`src/rtl/shf_pkg.sv`:
```
package shf_pkg;
   typedef enum logic [1:0] {
      FILL_ZERO = 2'b00,
      FILL_SIGN = 2'b01,
      FILL_WRAP = 2'b10,
      FILL_RSVD = 2'b11
   } fill_mode_e;
endpackage

```
`src/rtl/shf_stage.sv`:
```
module shf_stage
   import shf_pkg::*;
#(
   parameter int DATA_W = 8,
   parameter int SHIFT  = 1
) (
   input  logic [DATA_W-1:0] din,
   input  logic              en,
   input  logic [1:0]        mode,
   output logic [DATA_W-1:0] dout
);
   if (SHIFT < 1 || SHIFT >= DATA_W) begin : g_bad
      $error("shf_stage: SHIFT must lie in 1..DATA_W-1");
   end

   logic [SHIFT-1:0] fill;

   always_comb begin
      case (fill_mode_e'(mode))
         FILL_SIGN: fill = {SHIFT{din[DATA_W-1]}};
         FILL_WRAP: fill = din[SHIFT-1:0];
         default:   fill = '0;
      endcase
      dout = en ? {fill, din[DATA_W-1:SHIFT]} : din;
   end
endmodule

```
`src/rtl/shf_hop.sv`:
```
module shf_hop #(
   parameter int WIDTH      = 8,
   parameter bit REGISTERED = 1'b0
) (
   input  logic             clk,
   input  logic             rst_n,
   input  logic [WIDTH-1:0] d,
   output logic [WIDTH-1:0] q
);
   if (REGISTERED) begin : g_flop
      always_ff @(posedge clk or negedge rst_n) begin
         if (!rst_n) q <= '0;
         else        q <= d;
      end
   end else begin : g_wire
      logic unused_clk;
      assign unused_clk = clk ^ rst_n;
      assign q = d;
   end
endmodule

```
`src/rtl/shf_log_shifter.sv`:
```
module shf_log_shifter #(
   parameter int DATA_W    = 8,
   parameter int AMT_W     = $clog2(DATA_W),
   parameter bit PIPELINED = 1'b0
) (
   input  logic              clk,
   input  logic              rst_n,
   input  logic              in_vld,
   input  logic [DATA_W-1:0] in_data,
   input  logic [AMT_W-1:0]  in_amt,
   input  logic [1:0]        in_mode,
   output logic              out_vld,
   output logic [DATA_W-1:0] out_data
);
   localparam int HOP_W = 1 + 2 + AMT_W + DATA_W;

   if (DATA_W < 2) begin : g_bad_w
      $error("shf_log_shifter: DATA_W must be at least 2");
   end
   if ((1 << AMT_W) != DATA_W) begin : g_bad_amt
      $error("shf_log_shifter: DATA_W must equal 2**AMT_W");
   end

   logic [AMT_W:0][DATA_W-1:0] lvl_data;
   logic [AMT_W:0][AMT_W-1:0]  lvl_amt;
   logic [AMT_W:0][1:0]        lvl_mode;
   logic [AMT_W:0]             lvl_vld;

   assign lvl_data[0] = in_data;
   assign lvl_amt[0]  = in_amt;
   assign lvl_mode[0] = in_mode;
   assign lvl_vld[0]  = in_vld;

   for (genvar k = 0; k < AMT_W; k++) begin : g_lvl
      localparam int SH = 1 << k;
      logic [DATA_W-1:0] shifted;
      logic [HOP_W-1:0]  hop_q;

      shf_stage #(
         .DATA_W(DATA_W),
         .SHIFT (SH)
      ) u_stage (
         .din (lvl_data[k]),
         .en  (lvl_amt[k][k]),
         .mode(lvl_mode[k]),
         .dout(shifted)
      );

      shf_hop #(
         .WIDTH     (HOP_W),
         .REGISTERED(PIPELINED)
      ) u_hop (
         .clk  (clk),
         .rst_n(rst_n),
         .d    ({lvl_vld[k], lvl_mode[k], lvl_amt[k], shifted}),
         .q    (hop_q)
      );

      assign lvl_data[k+1] = hop_q[DATA_W-1:0];
      assign lvl_amt[k+1]  = hop_q[DATA_W +: AMT_W];
      assign lvl_mode[k+1] = hop_q[DATA_W+AMT_W +: 2];
      assign lvl_vld[k+1]  = hop_q[HOP_W-1];
   end

   logic unused_tail;
   assign unused_tail = ^{lvl_amt[AMT_W], lvl_mode[AMT_W]};

   assign out_data = lvl_data[AMT_W];
   assign out_vld  = lvl_vld[AMT_W];
endmodule

```
`config.mk`:
```
export PLATFORM = sky130hd
export DESIGN_NAME = shf_log_shifter
export DESIGN_NICKNAME = d
export VERILOG_FILES = /design/src/rtl/shf_pkg.sv /design/src/rtl/shf_stage.sv /design/src/rtl/shf_hop.sv /design/src/rtl/shf_log_shifter.sv
export SDC_FILE = /design/constraint.sdc
export NUM_CORES = 1
export LEC_CHECK = 0
export BUFFER_PORTS_ARGS = -buffer_cell sky130_fd_sc_hd__buf_2
export CAP_MARGIN = 20
export CORE_AREA = 2 2 41 43
export DETAILED_ROUTE_END_ITERATION = 8
export DIE_AREA = 0 0 43 45
export GPL_ROUTABILITY_DRIVEN = 0
export PLACE_DENSITY = 0.9
export REMOVE_ABC_BUFFERS = 1
export SKIP_LAST_GASP = 1
export SLEW_MARGIN = 40
export SYNTH_ARGS = -nofsm -noshare
export SYNTH_HDL_FRONTEND = slang
export SYNTH_HIERARCHICAL = 1
export SYNTH_SLANG_ARGS = --single-unit
```
`constraint.sdc`:
```
create_clock -name vclk -period 3.95
set_input_delay 0.5925 -clock vclk [all_inputs]
set_output_delay 0.5925 -clock vclk [all_outputs]
set_load 0.01 [all_outputs]
```
* Yosys cells after proc, flatten, opt, wreduce, memory -nomap -nowiden
Cells that the tools add are included.
Word-level totals: bits in registers 0, output and inout bits 9, logic and storage cells 8, input port bits 16
Cells by class: mux-type cells 6, equality and inequality tests 2
Operators by type and width (number):
- 2-to-1 mux 8 bit | 3
- one-hot mux 4 bit (2 select lines) | 1
- one-hot mux 2 bit (2 select lines) | 1
- equality test 2 x 1 -> 1 bit (second input constant) | 1
- equality test 2 bit (second input constant) | 1
- one-hot mux 1 bit (2 select lines) | 1

* Longest topological paths before layout
word-level depth 7, gate-level depth with buffers 12, gate-level depth less buffers 9

* Cells and area by module
The synthesis kept the hierarchy.
By module, submodules not included:
- shf_hop | cells each 14, instances 3, seq. area each 0.0 um^2, area an instance 105.1 um^2
- shf_stage (g_lvl[2].u_stage) | cells each 22, instances 1, seq. area each 0.0 um^2, area an instance 181.4 um^2
- shf_stage (g_lvl[0].u_stage) | cells each 16, instances 1, seq. area each 0.0 um^2, area an instance 177.7 um^2
- shf_stage (g_lvl[1].u_stage) | cells each 18, instances 1, seq. area each 0.0 um^2, area an instance 176.4 um^2

* Least setup slack after synthesis
No wires, ideal clock.
path kind input to output, start in in_mode[0], end out out_data[6], data arrival time 2.107 ns, stages on the path 11, slack 1.251 ns, path through inv_1 -> ha_1 -> nor2b_1 -> a32o_1 -> buf_4 -> a32oi_1 -> o22ai_1 -> buf_4 -> a22oi_1 -> o22ai_1 -> buf_4
Between the ends: word-level cells in the longest chain between the ends 7
RTL lines:
- from (decl) | RTL line shf_log_shifter.sv:11 | input logic [1:0] in_mode,
- equality test 2 bit or equality test 2 x 1 -> 1 bit (tied branches) | RTL line shf_stage.sv:19 | case (fill_mode_e'(mode))
- one-hot mux 1 bit (2 select lines) * | RTL line shf_stage.sv:19
- 2-to-1 mux 8 bit * | RTL line shf_stage.sv:24 | dout = en ? {fill, din[DATA_W-1:SHIFT]} : din;
- net g_lvl[0].shifted[7] | RTL line shf_log_shifter.sv:36 | logic [DATA_W-1:0] shifted;
- one-hot mux 2 bit (2 select lines) | RTL line shf_stage.sv:19
- 2-to-1 mux 8 bit * | RTL line shf_stage.sv:24
- net g_lvl[1].shifted[7] | RTL line shf_log_shifter.sv:36
- one-hot mux 4 bit (2 select lines) * | RTL line shf_stage.sv:19
- 2-to-1 mux 8 bit * | RTL line shf_stage.sv:24
- to (decl) | RTL line shf_log_shifter.sv:13 | output logic [DATA_W-1:0] out_data
Mark *: on every way through the listed nets, which the timed path passes. The rest lies on a longest branch.

* Worst setup path after layout
Ends and elaborated chain as after synthesis.

==> flow_summary.json <==
{
  "initial_core_util": 0.5374,
  "power.static_leakage_nw": 0.3590,
  "cts_repair_resize_count": 0,
  "floorplan.rows": 14,
  "data_required_critical_path_ns": 3.36,
  "finalHoldViolCount": 0,
  "report.final.slew_viol_count": 0,
  "timing.setup.tns_ns": 0,
  "clkbuf_count": 0,
  "post_drt_via_cell_ratio": 5.133,
  "cp_peak_stage_delay_ns": 0.39,
  "critical_path_class": "input pin to primary output",
  "synth-warning-count": 6,
  "crit_path_start_kind": "input pin",
  "ir_drop_mv": 0.05469,
  "flops_and_latches": 0,
  "destination_of_the_critical_timing_path": "out_data[6]",
  "multi_input_logic_area_um2": 452.9,
  "unrepaired_setup_endpoints_after_global_routing": "no",
  "wl_um": 996,
  "critPathLaunch": "in_mode[0]",
  "combinationalPowerShare": 1.000,
  "boundary_pins": 25,
  "post_route_cells_drive_above_1_share": 0.5270,
  "postSynthCellCount": 90,
  "wire_length_per_cell_um": 11.07,
  "fillers": 152,
  "placed_cells": 90,
  "slowest_cell_on_the_critical_path": "sky130_fd_sc_hd__o22ai_1",
  "syn-cell-area_um2": 790.8,
  "io_buffer_count": 21,
  "route.vias.total": 462,
  "die_y_um": 45,
  "syn_to_final_growth_pct": -20.73,
  "final_min_period_over_clock_period": 0.7461,
  "pwr_per_cell_area_nw_per_um2": 131.8,
  "drt-pass1-iter-count": 4,
  "post_route_setup_slack_ns": 1.003,
  "overflow": 0,
  "ff_latch_area_um2": 0,
  "core_area_um2": 1471,
  "synth_area_per_cell_um2": 8.786,
  "post-dp-hpwl_um": 882.9,
  "power_switching_mw": 0.03652,
  "hold-worst-slack_ns": 1.185,
  "pin_count_of_the_biggest_net_entering_global_routing": 11,
  "remaining_drc_errors": 0,
  "critPathCaptureType": "primary output",
  "first_global_vias": 409,
  "grtUsageTotal": 0.1079,
  "grt_pass1_wl_um": 1704,
  "max-cap-violations": 0,
  "critPathArrivalTime_ns": 2.35,
  "fmax_mhz": 339.3,
  "share_of_total_power_in_the_clock_network": 0,
  "critPathBufInv": 3,
  "setup-violations-final": 0,
  "run_status": "finished, final reports clean",
  "p_seq_frac": 0,
  "die_area_um2": 1935,
  "finalCriticalPeriod_ns": 2.947,
  "cts.repair_timing.setup_buffer_count": 0,
  "worstHoldPathType": "input pin to primary output",
  "cpLargestDelayFamily": "compound AO/OA/AOI/OAI gates",
  "p_total_mw": 0.08265,
  "int_power_mw": 0.04612,
  "floorplan.die.width_um": 43,
  "maxSlewHeadroom": 0.6919,
  "cts_hold_buf": 0,
  "switching_share": 0.4419,
  "drc_violation_total_after_the_first_tritonroute_iteration": 3,
  "crit_chain": "buf_2, inv_1, ha_1, nor2b_1, a32o_1, a32oi_1, o22ai_1, a22oi_1, o22ai_1, buf_2",
  "nNetsFinal": 98,
  "antenna_found_initial": 0,
  "detailedPlace.worstSlack_ns": 0.9935,
  "critical_path_fanout_max": 6,
  "final_cell_count_no_fill": 90,
  "final_antenna_net_count": 0,
  "diodes": 0,
  "cp_num_cells": 10,
  "tightestPinTransition_ns": 0.4621
}
==> area by class of cell <==
class	instances	share of cell area
tap	16	0.03194
timing repair buffer	21	0.1677
inverter	13	0.07784
multi-input combinational	40	0.7226
==> how the worst min path moves through the flow <==
stage,startpoint,end,cells after the start
2_1_floorplan,in_vld,out_vld,0
3_3_place_gp,in_vld,out_vld,0
3_5_place_dp,in_vld,out_vld,0
4_1_cts,in_vld,out_vld,0
5_1_grt,in_vld,out_vld,0
6_report,in_vld,out_vld,0
==> per-layer routing <==
layer,vias up,global-route usage,routed length (um)
met1,206,0.1470,444
met4,0,0,0
li1,239,-,-
met5,-,0,0
met3,0,0,69
met2,17,0.2061,481
==> power groups by stage <==
| stage | Combinational, mW | Sequential (mW) | Clock (mW) |
|---|---|---|---|
| detailed placement | 0.0833 | 0 | 0 |
| CTS | 0.0836 | 0 | 0 |
| global route | 0.0906 | 0 | 0 |
| finish | 0.0826 | 0 | 0 |
| global placement | 0.0807 | 0 | 0 |
| floorplan | 0.0555 | 0 | 0 |
==> placed cells by master (no fill, tap or decap), types with 2 or more instances in the layout <==
cell type and n:
sky130_fd_sc_hd__nand2b_1 2, sky130_fd_sc_hd__inv_1 13, sky130_fd_sc_hd__mux2_4 17, sky130_fd_sc_hd__ha_1 6, sky130_fd_sc_hd__buf_2 21, sky130_fd_sc_hd__a22oi_1 4, sky130_fd_sc_hd__a32oi_1 2, sky130_fd_sc_hd__o22ai_1 6
==> per-stage QoR <==
| stage | instance area (um2) | utilization |
|---|---|---|
| floorplan | 501.7 | - |
| global placement | 626.9 | 0.4260 |
| detailed placement | 626.9 | 0.4260 |
| CTS | 626.9 | 0.4260 |
| global route | 626.9 | 0.4260 |
| finish | 626.9 | 0.4260 |
Power figures use the tool's default switching activity.
